[src/rtl/acc_alu_pkg.sv]
package acc_alu_pkg;

  typedef enum logic [1:0] {
    A_WREG = 2'b00,
    A_FREG = 2'b01,
    A_IMM  = 2'b10,
    A_MASK = 2'b11
  } a_src_e;

  typedef enum logic [1:0] {
    B_WREG = 2'b00,
    B_FREG = 2'b01,
    B_IMM  = 2'b10,
    B_ONE  = 2'b11
  } b_src_e;

  typedef enum logic [3:0] {
    OP_ADD  = 4'b0000,
    OP_AND  = 4'b0001,
    OP_OR   = 4'b0010,
    OP_XOR  = 4'b0011,
    OP_CPL  = 4'b0100,
    OP_RRC  = 4'b0101,
    OP_RLC  = 4'b0110,
    OP_SWAP = 4'b0111,
    OP_SUB  = 4'b1000
  } alu_op_e;

endpackage

[src/rtl/operand_steer.sv]
module operand_steer
  import acc_alu_pkg::*;
#(
  parameter int DATA_W  = 8,
  parameter int IDX_LSB = 5
) (
  input  logic [DATA_W-1:0] wreg,
  input  logic [DATA_W-1:0] freg,
  input  logic [DATA_W-1:0] imm,
  input  logic [1:0]        a_sel,
  input  logic [1:0]        b_sel,
  input  logic              mask_inv,
  output logic [DATA_W-1:0] a_opnd,
  output logic [DATA_W-1:0] b_opnd
);

  localparam int IDX_W = $clog2(DATA_W);

  logic [IDX_W-1:0]  bit_idx;
  logic [DATA_W-1:0] mask_hot;
  logic [DATA_W-1:0] mask_eff;

  assign bit_idx = imm[IDX_LSB +: IDX_W];

  // one comparator per mask bit
  for (genvar g = 0; g < DATA_W; g++) begin : g_mask
    assign mask_hot[g] = (bit_idx == IDX_W'(g));
  end

  assign mask_eff = mask_hot ^ {DATA_W{mask_inv}};

  always_comb begin
    unique case (a_src_e'(a_sel))
      A_WREG:  a_opnd = wreg;
      A_FREG:  a_opnd = freg;
      A_IMM:   a_opnd = imm;
      default: a_opnd = mask_eff;
    endcase
  end

  always_comb begin
    unique case (b_src_e'(b_sel))
      B_WREG:  b_opnd = wreg;
      B_FREG:  b_opnd = freg;
      B_IMM:   b_opnd = imm;
      default: b_opnd = DATA_W'(1);
    endcase
  end

endmodule

[src/rtl/alu_core.sv]
module alu_core
  import acc_alu_pkg::*;
#(
  parameter int DATA_W = 8
) (
  input  logic [DATA_W-1:0] a,
  input  logic [DATA_W-1:0] b,
  input  logic [3:0]        op,
  input  logic              cin,
  output logic [DATA_W-1:0] res,
  output logic              cout
);

  localparam int HALF = DATA_W / 2;

  logic              is_sub;
  logic [DATA_W-1:0] b_eff;
  logic [DATA_W:0]   sum_ext;

  // one shared adder for add and subtract
  assign is_sub  = (op == OP_SUB);
  assign b_eff   = is_sub ? ~b : b;
  assign sum_ext = {1'b0, a} + {1'b0, b_eff} + {{DATA_W{1'b0}}, is_sub};

  always_comb begin
    res  = '0;
    cout = cin;
    case (alu_op_e'(op))
      OP_ADD, OP_SUB: begin
        res  = sum_ext[DATA_W-1:0];
        cout = sum_ext[DATA_W];
      end
      OP_AND:  res = a & b;
      OP_OR:   res = a | b;
      OP_XOR:  res = a ^ b;
      OP_CPL:  res = ~a;
      OP_RRC: begin
        res  = {cin, a[DATA_W-1:1]};
        cout = a[0];
      end
      OP_RLC: begin
        res  = {a[DATA_W-2:0], cin};
        cout = a[DATA_W-1];
      end
      OP_SWAP: res = {a[HALF-1:0], a[DATA_W-1:HALF]};
      default: begin
        res  = '0;
        cout = cin;
      end
    endcase
  end

endmodule

[src/rtl/out_stage.sv]
module out_stage #(
  parameter int          W        = 8,
  parameter logic [W-1:0] RST_VAL = '0
) (
  input  logic         clk,
  input  logic         rst,
  input  logic [W-1:0] d,
  output logic [W-1:0] q
);

  always_ff @(posedge clk) begin
    if (rst) q <= RST_VAL;
    else     q <= d;
  end

endmodule

[src/rtl/acc_alu.sv]
module acc_alu
  import acc_alu_pkg::*;
#(
  parameter int DATA_W  = 8,
  parameter int IDX_LSB = 5
) (
  input  logic              clk,
  input  logic              rst,
  input  logic [7:0]        wreg_i,
  input  logic [7:0]        freg_i,
  input  logic [7:0]        imm_i,
  input  logic [1:0]        a_sel_i,
  input  logic [1:0]        b_sel_i,
  input  logic [3:0]        op_i,
  input  logic              mask_inv_i,
  input  logic              carry_i,
  output logic [7:0]        result_o,
  output logic              zero_o,
  output logic              carry_o
);

  localparam int OUT_W = DATA_W + 2;
  localparam logic [OUT_W-1:0] OUT_RST = {{DATA_W{1'b0}}, 1'b1, 1'b0};

  logic [DATA_W-1:0] a_opnd;
  logic [DATA_W-1:0] b_opnd;
  logic [DATA_W-1:0] alu_res;
  logic              alu_c;
  logic [OUT_W-1:0]  out_d;
  logic [OUT_W-1:0]  out_q;

  operand_steer #(
    .DATA_W  (DATA_W),
    .IDX_LSB (IDX_LSB)
  ) i_steer (
    .wreg     (wreg_i),
    .freg     (freg_i),
    .imm      (imm_i),
    .a_sel    (a_sel_i),
    .b_sel    (b_sel_i),
    .mask_inv (mask_inv_i),
    .a_opnd   (a_opnd),
    .b_opnd   (b_opnd)
  );

  alu_core #(
    .DATA_W (DATA_W)
  ) i_core (
    .a    (a_opnd),
    .b    (b_opnd),
    .op   (op_i),
    .cin  (carry_i),
    .res  (alu_res),
    .cout (alu_c)
  );

  assign out_d = {alu_res, ~|alu_res, alu_c};

  out_stage #(
    .W       (OUT_W),
    .RST_VAL (OUT_RST)
  ) i_out (
    .clk (clk),
    .rst (rst),
    .d   (out_d),
    .q   (out_q)
  );

  assign result_o = out_q[OUT_W-1:2];
  assign zero_o   = out_q[1];
  assign carry_o  = out_q[0];

  // mask is one-hot, or one-cold when inverted
  p_mask_hot_r3: assert property (@(posedge clk) disable iff (rst)
    (a_sel_i == A_MASK && !mask_inv_i) |-> $countones(a_opnd) == 1);
  p_mask_cold_r3: assert property (@(posedge clk) disable iff (rst)
    (a_sel_i == A_MASK && mask_inv_i) |-> $countones(a_opnd) == DATA_W - 1);

  // adding zero returns A with no carry
  p_add_zero_r4: assert property (@(posedge clk) disable iff (rst)
    (op_i == OP_ADD && b_opnd == '0) |=>
      (result_o == $past(a_opnd) && !carry_o));

  // equal operands subtract to zero with no borrow
  p_sub_equal_r5: assert property (@(posedge clk) disable iff (rst)
    (op_i == OP_SUB && a_opnd == b_opnd) |=> (zero_o && carry_o));

  // complement and swap leave carry alone
  p_keep_carry_r7: assert property (@(posedge clk) disable iff (rst)
    (op_i == OP_CPL || op_i == OP_SWAP) |=> carry_o == $past(carry_i));

  // rotate right moves bit 0 out and carry into the top bit
  p_rot_right_r8: assert property (@(posedge clk) disable iff (rst)
    (op_i == OP_RRC) |=>
      (carry_o == $past(a_opnd[0]) && result_o[DATA_W-1] == $past(carry_i)));

  // unused codes give zero with carry passed through
  p_unused_op_r10: assert property (@(posedge clk) disable iff (rst)
    (op_i > OP_SUB) |=> (result_o == '0 && carry_o == $past(carry_i)));

  // zero flag agrees with the registered result
  p_zero_flag_r11: assert property (@(posedge clk) disable iff (rst)
    zero_o == (result_o == '0));

  // reset loads the fixed output values
  p_reset_val_r12: assert property (@(posedge clk)
    rst |=> (result_o == '0 && zero_o && !carry_o));

endmodule

[config.mk]
export PLATFORM = sky130hd
export DESIGN_NAME = acc_alu
export DESIGN_NICKNAME = d
export VERILOG_FILES = /design/src/rtl/acc_alu_pkg.sv /design/src/rtl/operand_steer.sv /design/src/rtl/alu_core.sv /design/src/rtl/out_stage.sv /design/src/rtl/acc_alu.sv
export SDC_FILE = /design/constraint.sdc
export NUM_CORES = 1
export LEC_CHECK = 0
export ABC_AREA = 1
export BUFFER_PORTS_ARGS = -buffer_cell sky130_fd_sc_hd__clkbuf_2
export CAP_MARGIN = 10
export CORE_MARGIN = 2
export CORE_UTILIZATION = 45
export CTS_CLUSTER_SIZE = 25
export DETAILED_ROUTE_END_ITERATION = 7
export PLACE_DENSITY = 0.68
export SYNTH_ARGS = -nofsm -noshare
export SYNTH_HDL_FRONTEND = slang
export SYNTH_SLANG_ARGS = --single-unit
[constraint.sdc]
create_clock -name clk -period 4.2 [get_ports clk]
set_clock_uncertainty 0.15 [all_clocks]
set_input_delay 1.26 -clock clk [delete_from_list [all_inputs] [get_ports clk]]
set_output_delay 1.26 -clock clk [all_outputs]
set_load 0.005 [all_outputs]
==> results of run 1 <==
[cell usage in the layout, fill, tap and decap left out, types with 5 or more instances in the layout]
cell and instances:
sky130_fd_sc_hd__nand2_1 119, sky130_fd_sc_hd__nand3_1 52, sky130_fd_sc_hd__inv_1 48, sky130_fd_sc_hd__clkbuf_2 45
sky130_fd_sc_hd__nor2_1 41, sky130_fd_sc_hd__ha_1 23, sky130_fd_sc_hd__a21oi_1 15, sky130_fd_sc_hd__o21ai_0 12
sky130_fd_sc_hd__nand4_1 11, sky130_fd_sc_hd__dfxtp_1 10, sky130_fd_sc_hd__buf_4 8, sky130_fd_sc_hd__nand2_2 7
sky130_fd_sc_hd__nand3_2 5
[routing by layer]
layer  share of wire [%]  global-route usage, %
met1                  46                   32.6
met3                 5.0                   1.36
met4                 2.3                   5.25
met2                  47                   44.7
met5                   0                      0
[per-stage QoR]
step                hold WS, ns  power [mW]
finish                     1.19       0.525
global route               1.23       0.570
CTS                        1.18       0.524
detailed placement         1.42       0.405
global placement           1.42       0.399
floorplan                  1.34       0.316
[critical path: stages]
cell                       delay, ns
sky130_fd_sc_hd__clkbuf_2       0.19
sky130_fd_sc_hd__inv_1          0.16
sky130_fd_sc_hd__nor2_2         0.08
sky130_fd_sc_hd__nand2_1        0.09
sky130_fd_sc_hd__nand4_1        0.13
sky130_fd_sc_hd__nand2_1        0.15
sky130_fd_sc_hd__inv_1          0.10
sky130_fd_sc_hd__fa_1           0.48
sky130_fd_sc_hd__or2_2          0.31
sky130_fd_sc_hd__nand3_1        0.08
sky130_fd_sc_hd__nand2_1        0.05
sky130_fd_sc_hd__nor2_1         0.08
sky130_fd_sc_hd__nand2_1        0.05
sky130_fd_sc_hd__inv_1          0.07
sky130_fd_sc_hd__nand2_1        0.06
sky130_fd_sc_hd__nor2_1         0.10
sky130_fd_sc_hd__nand3_1        0.07
sky130_fd_sc_hd__nor2_1         0.10
sky130_fd_sc_hd__nand2_1        0.06
sky130_fd_sc_hd__o21bai_1       0.11
[cells by family after synthesis]
| logic type | share of synthesized area (%) |
|---|---|
| XOR/XNOR | 2.78 |
| AND/OR/NAND/NOR | 51.9 |
| buffers and inverters | 11.6 |
| AO/OA/AOI/OAI | 10.7 |
| flip-flops | 9.07 |
| adder cells (fa/ha/maj) | 13.9 |
[final cells by class]
class,count,area [um2],area share [%]
repair buffers,53,285,11.0
multi-input cells,322,1750,67.7
clock buffers,4,55.1,2.13
flip-flops and latches,10,200,7.73
well taps,67,83.8,3.24
inverters,56,213,8.22
[where the power goes]
group	internal (mW)	total, mW	switching (mW)
logic	0.111	0.301	0.190
registers	0.104	0.106	0.00214
clock network	0.0822	0.117	0.0349
[final timing paths]
kind	slack (ns)	endpoint	from	cells past startpoint
worst min-delay path	1.19	i_out.q[6]	rst	2
worst max-delay path	0.41	i_out.q[1]	a_sel_i[0]	20
==> flow_metrics.env, run 1 <==
export IMPL_postLayoutSetupSlackWorst_ns=0.413
export IMPL_design_final_nets=506
export IMPL_worstPathMaxFanout=11
export IMPL_final_util_pct=54.8
export IMPL_syn_nets=455
export IMPL_synth_most_common_cell="sky130_fd_sc_hd__nand2_1"
export IMPL_post_drt_via_cell_ratio=5.22
export IMPL_globalplace_congestion=0.939
export IMPL_boundaryPins=46
export IMPL_max_vdd_ir_drop_v=0.000149
export IMPL_areaGrowthSynthToFinish_pct=17.3
export IMPL_core_region_area_mm2=0.00472
export IMPL_die_area_mm2=0.00548
export IMPL_min_period_over_period_pct=90.2
export IMPL_synth_enable_flop_cells=0
export IMPL_p_leak_nw=1.46
export IMPL_overflow=0
export IMPL_dpl_cell_area_mm2=0.00253
export IMPL_worstPathRequired_ns=4.21
export IMPL_syn_cell_area_mm2=0.00221
export IMPL_finalWorstPathRequiredPeriod_ns=3.79
export IMPL_grt_max_degree=15
export IMPL_place_worst_setup_slack_ns=0.210
export IMPL_finish_instance_area_mm2=0.00259
export IMPL_num_rows=25
export IMPL_finalNonFillerCells=512
export IMPL_clk_pin_slew_ns=0.05
export IMPL_grt_setup_unrepaired="no"
export IMPL_ys_types=36
export IMPL_nFillCells=507
export IMPL_cts_buffer_depth=2
export IMPL_numCtsBuffers=3
export IMPL_die_w_um=74.0
export IMPL_number_of_design_rule_violations_left_by_the_first_detailed_router_iteration=128
export IMPL_syn_instance_count=395
export IMPL_cts_max_level=1
export IMPL_startpoint_type="primary input"
export IMPL_registers_top_by_ff_count="i_out.q"
export IMPL_post_cts_resized_instances=0
export IMPL_result_of_the_run="finished clean"
export IMPL_post_route_ant_nets=0
export IMPL_cts_hold_buf=0
export IMPL_synth_top_cells_by_area="sky130_fd_sc_hd__nand2_1, sky130_fd_sc_hd__ha_1, sky130_fd_sc_hd__nand3_1"
export IMPL_n_antenna_cell=0
export IMPL_final_layout_size_suffix_gt1_share_pct=18.9
export IMPL_clk_root_buffer_cell="sky130_fd_sc_hd__clkbuf_8"
export IMPL_grt_pass1_vias=2406
export IMPL_cts_sink_count=10
export IMPL_achievable_frequency_ghz=0.264
export IMPL_cts_tree="done"
export IMPL_gr_usage_all_layers_pct=24.8
export IMPL_port_buffers=45
export IMPL_main_synth_ff_type="sky130_fd_sc_hd__dfxtp_1"
export IMPL_postCtsSetupRepairBufs=0
export IMPL_syn_area_per_cell_um2=5.59
export IMPL_fp_dieH_um=74.0
export IMPL_synth_yosys_warnings=0
export IMPL_drt_drc_violations_left=0
export IMPL_worst_pin_slew_ns=0.776
export IMPL_setup_total_negative_slack_ns=0
export IMPL_postSynth_asyncResetShare_pct=0
export IMPL_relSlewSlack_pct=48.0
export IMPL_detailroute_via_count=2675
export IMPL_final_max_slew_viol_count=0
export IMPL_maxCapViolations=0
export IMPL_largest_reg_flops=10
export IMPL_cp_data_arrival_time_ns=3.80
export IMPL_min_delay_path_class="in -> reg"
export IMPL_yosys_top_cells_count="sky130_fd_sc_hd__nand2_1, sky130_fd_sc_hd__nand3_1, sky130_fd_sc_hd__inv_1, sky130_fd_sc_hd__nor2_1, sky130_fd_sc_hd__ha_1"
export IMPL_timing_hold_violations_final=0
export IMPL_firstDrtPassIters=5
export IMPL_number_of_placed_instances_taps_included=508
export IMPL_end_kind="flop"
export IMPL_half_perimeter_wire_length_of_the_detailed_placement_result_um=5580
export IMPL_layout_top_registers="i_out.q: 10 flops"
export IMPL_ys_seq_elements=10
export IMPL_wl_um=6670
export IMPL_post_synth_top_area_fraction_pct=20.2
export IMPL_path_class="in -> reg"
export IMPL_initial_utilization_pct=46.7
export IMPL_drt_wirelength_per_cell_um=13.0
export IMPL_synth_seq_area_share_pct=9.07
export IMPL_p_per_area_mw_per_mm2=203
export IMPL_grt_antenna_before_repair=0
export IMPL_timing_final_setup_violations=0
export IMPL_wire_length_of_the_first_global_routing_pass_um=10800
export IMPL_biggest_area_consumer_among_synthesized_cells="sky130_fd_sc_hd__nand2_1"
Note: power is estimated with default switching activity, not from simulation.
==> run 2: changes to the inputs <==
--- a/config.mk
+++ b/config.mk
@@ -10,9 +10,11 @@
 export CAP_MARGIN = 10
 export CORE_MARGIN = 2
 export CORE_UTILIZATION = 45
+export CTS_BUF_LIST = sky130_fd_sc_hd__clkbuf_4 sky130_fd_sc_hd__clkbuf_8 sky130_fd_sc_hd__clkbuf_16
 export CTS_CLUSTER_SIZE = 25
 export DETAILED_ROUTE_END_ITERATION = 7
 export PLACE_DENSITY = 0.68
+export RECOVER_POWER = 50
 export SYNTH_ARGS = -nofsm -noshare
 export SYNTH_HDL_FRONTEND = slang
 export SYNTH_SLANG_ARGS = --single-unit
==> run 2 against run 1 <==
Cell area is 0.29% lower. Cell count stayed put. Sequential power hardly changed. Via count is 0.19% lower. Non-clock buffer count stayed put. Power is 0.35% lower. Sequential cell count stayed put. Critical path type unchanged. Clock power hardly changed.
==> flow_metrics.env, run 2 (synthesized netlist as in run 1, its figures left out) <==
export IMPL_number_of_design_rule_violations_left_by_the_first_detailed_router_iteration=146
export IMPL_post_cts_resized_instances=0
export IMPL_post_drt_via_cell_ratio=5.21
export IMPL_design_final_nets=506
export IMPL_clk_pin_slew_ns=0.05
export IMPL_grt_setup_unrepaired="no"
export IMPL_min_period_over_period_pct=90.4
export IMPL_timing_final_setup_violations=0
export IMPL_worstPathMaxFanout=11
export IMPL_die_area_mm2=0.00548
export IMPL_critical_path_top_cell_by_count="sky130_fd_sc_hd__nand2_1"
export IMPL_layout_cells_most_common="sky130_fd_sc_hd__nand2_1"
export IMPL_number_of_placed_instances_taps_included=508
export IMPL_drt_wirelength_per_cell_um=13.0
export IMPL_detailroute_via_count=2670
export IMPL_overflow=0
export IMPL_cts_tree="done"
export IMPL_worst_pin_slew_ns=0.793
export IMPL_cts_buffer_depth=2
export IMPL_drt_drc_violations_left=0
export IMPL_path_class="in -> reg"
export IMPL_areaGrowthSynthToFinish_pct=17.0
export IMPL_nFillCells=510
export IMPL_final_max_slew_viol_count=0
export IMPL_half_perimeter_wire_length_of_the_detailed_placement_result_um=5580
export IMPL_fp_dieH_um=74.0
export IMPL_cts_sink_count=10
export IMPL_firstDrtPassIters=5
export IMPL_cp_data_arrival_time_ns=3.81
export IMPL_grt_max_degree=15
export IMPL_place_worst_setup_slack_ns=0.210
export IMPL_wire_length_of_the_first_global_routing_pass_um=10800
export IMPL_final_layout_size_suffix_gt1_share_pct=17.5
export IMPL_globalplace_congestion=0.939
export IMPL_leading_cell_types_in_the_layout_fill_and_taps_excluded="sky130_fd_sc_hd__nand2_1, sky130_fd_sc_hd__nand3_1, sky130_fd_sc_hd__inv_1"
export IMPL_max_vdd_ir_drop_v=0.000149
export IMPL_port_buffers=45
export IMPL_grt_antenna_before_repair=0
export IMPL_achievable_frequency_ghz=0.263
export IMPL_finalWorstPathRequiredPeriod_ns=3.80
export IMPL_clk_root_buffer_cell="sky130_fd_sc_hd__clkbuf_8"
export IMPL_end_kind="flop"
export IMPL_startpoint_type="primary input"
export IMPL_cts_hold_buf=0
export IMPL_finalNonFillerCells=512
export IMPL_grt_pass1_vias=2406
export IMPL_gr_usage_all_layers_pct=24.8
export IMPL_initial_utilization_pct=46.7
export IMPL_seqCellArea_um2=200
export IMPL_p_per_area_mw_per_mm2=203
export IMPL_library_cell_contributing_the_largest_single_delay_on_the_critical_path="sky130_fd_sc_hd__fa_1"
export IMPL_result_of_the_run="finished clean"
export IMPL_worstPathRequired_ns=4.21
export IMPL_maxCapViolations=0
export IMPL_die_w_um=74.0
export IMPL_num_rows=25
export IMPL_post_route_ant_nets=0
export IMPL_numCtsBuffers=3
export IMPL_timing_hold_violations_final=0
export IMPL_layout_top_registers="i_out.q: 10 flops"
export IMPL_boundaryPins=46
export IMPL_min_delay_path_class="in -> reg"
export IMPL_min_hold_slack_ns=1.18
export IMPL_wl_um=6670
export IMPL_whs_endpoint="i_out.q[6]"
export IMPL_min_path_cells=2
export IMPL_postLayoutSetupSlackWorst_ns=0.401
export IMPL_multi_input_comb_area_mm2=0.00175
export IMPL_p_leak_nw=1.44
export IMPL_cp_cell_sequence="clkbuf_2 > inv_1 > nor2_2 > nand2_1 > nand4_1 > nand2_1 > inv_1 > fa_1 > or2_2 > nand3_1 > nand2_1 > nor2_1 > nand2_1 > inv_1 > nand2_1 > nor2_1 > nand3_1 > nor2_1 > nand2_1 > o21bai_1"
export IMPL_cpPeakStageDelay_ns=0.48
export IMPL_registers_top_by_ff_count="i_out.q"
export IMPL_n_antenna_cell=0
export IMPL_total_power_uw=523
export IMPL_largest_reg_flops=10
export IMPL_relSlewSlack_pct=46.8
export IMPL_cts_max_level=1
export IMPL_core_region_area_mm2=0.00472
export IMPL_worst_hold_startpoint="rst"
export IMPL_setup_total_negative_slack_ns=0
export IMPL_postCtsSetupRepairBufs=0
==> run 2: worst max path at each step <==
stage / from / slack (ns) / cells past startpoint / endpoint
final: a_sel_i[0] / 0.40 / 20 / i_out.q[1]
after floorplan: b_sel_i[0] / 0.50 / 18 / i_out.q[1]
after global routing: a_sel_i[0] / 0.03 / 20 / i_out.q[1]
after global placement: b_sel_i[0] / 0.27 / 20 / i_out.q[1]
after CTS: a_sel_i[0] / 0.43 / 20 / i_out.q[1]
after detailed placement: a_sel_i[0] / 0.21 / 20 / i_out.q[1]
==> run 2: power by group <==
part / internal, mW / switching [mW] / total, mW
clock: 0.0821 / 0.0345 / 0.117
sequential: 0.104 / 0.00208 / 0.106
combinational: 0.110 / 0.190 / 0.300
total: 0.296 / 0.226 / 0.523
==> run 2: per-layer routing <==
metal | wire length, um | track usage, %
met1 | 3020 | 32.6
met5 | 0 | 0
met2 | 3150 | 44.7
met4 | 153 | 5.25
met3 | 348 | 1.36
==> run 2: final cells by class <==
| class | instances | area share, % |
|---|---|---|
| multi-input combinational | 322 | 67.9 |
| timing repair buffer | 53 | 10.8 |
| inverter | 56 | 8.24 |
| sequential | 10 | 7.76 |
| tap | 67 | 3.25 |
| clock buffer | 4 | 2.13 |
==> run 2: stage by stage <==
| stage | util, % | area [um2] |
|---|---|---|
| floorplan | - | 2210 |
| global placement | 53.6 | 2530 |
| detailed placement | 53.6 | 2530 |
| CTS | 54.8 | 2590 |
| global route | 54.6 | 2580 |
| finish | 54.6 | 2580 |
==> run 2: critical path, delay by kind of cell <==
| family | cells | cell delay [ns] |
|---|---|---|
| AND/OR/NAND/NOR | 14 | 1.43 |
| buffers and inverters | 4 | 0.52 |
| adder cells (fa/ha/maj) | 1 | 0.48 |
| AO/OA/AOI/OAI | 1 | 0.11 |
==> run 3: changes to the inputs <==
--- a/config.mk
+++ b/config.mk
@@ -5,7 +5,6 @@
 export SDC_FILE = /design/constraint.sdc
 export NUM_CORES = 1
 export LEC_CHECK = 0
-export ABC_AREA = 1
 export BUFFER_PORTS_ARGS = -buffer_cell sky130_fd_sc_hd__clkbuf_2
 export CAP_MARGIN = 10
 export CORE_MARGIN = 2
==> run 3 against run 2 <==
Non-clock buffer count grew 47. Clock-buffer cell count did not move. Synthesized area down 2.5%. Cell area rose by 13%. Sequential cell count unchanged.
==> flow_metrics.env, run 3 <==
export IMPL_clk_root_buffer_cell="sky130_fd_sc_hd__clkbuf_8"
export IMPL_gr_usage_all_layers_pct=24.1
export IMPL_synth_xor_area_share_pct=4.88
export IMPL_synth_yosys_warnings=0
export IMPL_areaGrowthSynthToFinish_pct=35.6
export IMPL_numCtsBuffers=3
export IMPL_grt_pass1_vias=2306
export IMPL_largest_reg_flops=10
export IMPL_core_region_area_mm2=0.00466
export IMPL_ys_types=60
export IMPL_timing_hold_violations_final=0
export IMPL_min_period_over_period_pct=97.7
export IMPL_die_w_um=73.2
export IMPL_overflow=0
export IMPL_achievable_frequency_ghz=0.244
export IMPL_detailroute_via_count=2377
export IMPL_synth_compound_area_share_pct=22.6
export IMPL_synthAdderAreaFrac_pct=14.3
export IMPL_maxCapViolations=0
export IMPL_p_leak_nw=1.40
export IMPL_result_of_the_run="finished clean"
export IMPL_syn_area_per_cell_um2=7.58
export IMPL_synth_most_common_cell="sky130_fd_sc_hd__nand2_1"
export IMPL_worst_hold_startpoint="rst"
export IMPL_syn_cell_area_mm2=0.00215
export IMPL_cp_cell_sequence="buf_8 > nor3b_4 > mux2_4 > or3_4 > fa_2 > a211oi_2 > nor2_2 > a211o_1 > a21oi_2 > nor3_2 > nor4_2 > and4_4 > a41o_1"
export IMPL_globalplace_congestion=0.911
export IMPL_initial_utilization_pct=46.2
export IMPL_layout_cells_most_common="sky130_fd_sc_hd__buf_4"
export IMPL_finalWorstPathRequiredPeriod_ns=4.10
export IMPL_firstDrtPassIters=4
export IMPL_biggest_area_consumer_among_synthesized_cells="sky130_fd_sc_hd__ha_1"
export IMPL_sw_frac_of_total_pct=38.2
export IMPL_min_delay_path_class="in -> reg"
export IMPL_syn_instance_count=284
export IMPL_leading_cell_types_in_the_layout_fill_and_taps_excluded="sky130_fd_sc_hd__buf_4, sky130_fd_sc_hd__clkbuf_2, sky130_fd_sc_hd__nand2_1"
export IMPL_wire_length_of_the_first_global_routing_pass_um=10400
export IMPL_port_buffers=45
export IMPL_max_vdd_ir_drop_v=0.000126
export IMPL_cpPeakStageDelay_ns=0.36
export IMPL_post_route_ant_nets=0
export IMPL_layout_top_registers="i_out.q: 10 flops"
export IMPL_whs_endpoint="i_out.q[6]"
export IMPL_cts_buffer_depth=2
export IMPL_cp_data_arrival_time_ns=4.12
export IMPL_power_frac_clock_pct=18.3
export IMPL_registers_top_by_ff_count="i_out.q"
export IMPL_design_final_nets=431
export IMPL_drt_drc_violations_left=0
export IMPL_clk_pin_slew_ns=0.05
export IMPL_library_cell_contributing_the_largest_single_delay_on_the_critical_path="sky130_fd_sc_hd__fa_2"
export IMPL_boundaryPins=46
export IMPL_final_max_slew_viol_count=0
export IMPL_final_layout_size_suffix_gt1_share_pct=36.8
export IMPL_pwr_share_comb_pct=65.0
export IMPL_worstPathMaxFanout=4
export IMPL_post_drt_via_cell_ratio=5.61
export IMPL_final_util_pct=62.6
export IMPL_post_synth_top_area_fraction_pct=13.4
export IMPL_share_seq_of_total_power_pct=16.7
export IMPL_grt_antenna_before_repair=0
export IMPL_p_per_area_mw_per_mm2=219
export IMPL_die_area_mm2=0.00535
export IMPL_yosys_top_cells_count="sky130_fd_sc_hd__nand2_1, sky130_fd_sc_hd__nor2_1, sky130_fd_sc_hd__ha_1, sky130_fd_sc_hd__o21ai_0, sky130_fd_sc_hd__mux2i_1"
export IMPL_syn_nets=344
export IMPL_grt_setup_unrepaired="yes"
export IMPL_timing_final_setup_violations=0
export IMPL_path_class="in -> reg"
export IMPL_synth_top_cells_by_area="sky130_fd_sc_hd__ha_1, sky130_fd_sc_hd__mux2i_1, sky130_fd_sc_hd__dfxtp_1"
export IMPL_synth_seq_area_share_pct=9.30
export IMPL_relSlewSlack_pct=69.2
export IMPL_half_perimeter_wire_length_of_the_detailed_placement_result_um=5230
export IMPL_synth_enable_flop_cells=0
export IMPL_min_path_cells=2
export IMPL_cts_hold_buf=0
export IMPL_power_net_switching_uw=245
export IMPL_worstPathRequired_ns=4.22
export IMPL_cts_sink_count=10
export IMPL_ys_seq_elements=10
export IMPL_main_synth_ff_type="sky130_fd_sc_hd__dfxtp_1"
export IMPL_largest_family_of_logic_cells_by_synthesized_area="simple AND/OR/NAND/NOR gates"
export IMPL_cts_max_level=1
export IMPL_post_synthesis_share_of_cell_area_spent_on_and_or_nand_and_nor_gates_pct=23.4
export IMPL_n_antenna_cell=0
export IMPL_worst_pin_slew_ns=0.461
export IMPL_setup_total_negative_slack_ns=0
export IMPL_postSynth_asyncResetShare_pct=0
export IMPL_end_kind="flop"
export IMPL_drt_wirelength_per_cell_um=15.1
export IMPL_number_of_design_rule_violations_left_by_the_first_detailed_router_iteration=197
export IMPL_num_rows=25
export IMPL_cts_tree="done"
export IMPL_synthMuxAreaShare_pct=17.6
export IMPL_fp_dieH_um=73.2
export IMPL_grt_max_degree=27
export IMPL_wl_um=6380
export IMPL_startpoint_type="primary input"
export IMPL_p_int_uw=396
run 3: cell count changes in the layout (fill, tap and decap cells not counted), moves of 7 or more:
cell	previous run	this run
sky130_fd_sc_hd__inv_1	48	18
sky130_fd_sc_hd__mux2_2	0	8
sky130_fd_sc_hd__nand2_2	7	0
sky130_fd_sc_hd__nand2_1	119	31
sky130_fd_sc_hd__nor2_1	41	24
sky130_fd_sc_hd__o21ai_0	12	21
sky130_fd_sc_hd__buf_4	8	55
sky130_fd_sc_hd__nand4_1	11	1
sky130_fd_sc_hd__xnor2_1	4	11
sky130_fd_sc_hd__nand3_1	52	3
sky130_fd_sc_hd__mux2i_1	0	21
run 3: cell families (layout without fill, tap and decap cells):
group / after synthesis / after routing
simple gates: 97 / 97
fa+ha+maj: 24 / 24
buf+inv: 38 / 124
xor+xnor: 12 / 12
flops: 10 / 10
mux: 35 / 35
compound gates: 68 / 68
run 3: metrics by stage:
step	power, mW	instances	area, um2	hold slack [ns]	setup WS [ns]
2_1_floorplan	0.356	284	2200	1.34	-0.0695
5_1_grt	0.691	424	2920	1.21	-0.0424
3_3_place_gp	0.496	419	2780	1.43	-0.145
4_1_cts	0.621	423	2830	1.19	0.0187
3_5_place_dp	0.503	419	2780	1.43	-0.217
6_report	0.640	424	2920	1.19	0.0979
run 3: how the worst max path moves through the flow:
stage | from | to | slack [ns] | cells after the start
2_1_floorplan | imm_i[7] | i_out.q[1] | -0.07 | 14
3_3_place_gp | imm_i[7] | i_out.q[1] | -0.15 | 13
3_5_place_dp | imm_i[7] | i_out.q[1] | -0.22 | 12
4_1_cts | imm_i[7] | i_out.q[1] | 0.02 | 12
5_1_grt | imm_i[6] | i_out.q[1] | -0.04 | 13
6_report | imm_i[6] | i_out.q[1] | 0.1 | 13
run 3: cell type report:
type / count / area, um2
fillers: 410 / 1740
flip-flops and latches: 10 / 200
repair buffers: 100 / 659
inverters: 20 / 75.1
multi-input cells: 236 / 1860
well taps: 54 / 67.6
clock buffers: 4 / 55.1
run 3: power by group through the flow:
stage | combinational [mW] | sequential (mW) | clock, mW
2_1_floorplan | 0.246 | 0.110 | 0
3_3_place_gp | 0.388 | 0.108 | 0
3_5_place_dp | 0.394 | 0.109 | 0
4_1_cts | 0.395 | 0.107 | 0.119
5_1_grt | 0.460 | 0.107 | 0.124
6_report | 0.416 | 0.107 | 0.117
run 3: routing by layer:
layer	up-vias	global-route usage, %	share of wire [%]
met5	-	0	0
met4	0	2.88	0.45
met3	4	2.07	4.0
li1	1193	-	-
met2	58	41.6	50
met1	1122	33.4	46
run 3: timing repair:
item                                    CTS  global route
resized for setup                         0            27
endpoints found under the setup margin    0             4
setup buffers                             0             1
run 3: critical path, delay by kind of cell:
kind	cells	cell delay (ns)
compound gates	4	0.83
fa+ha+maj	1	0.36
buf+inv	1	0.11
mux	1	0.31
simple gates	6	1.25
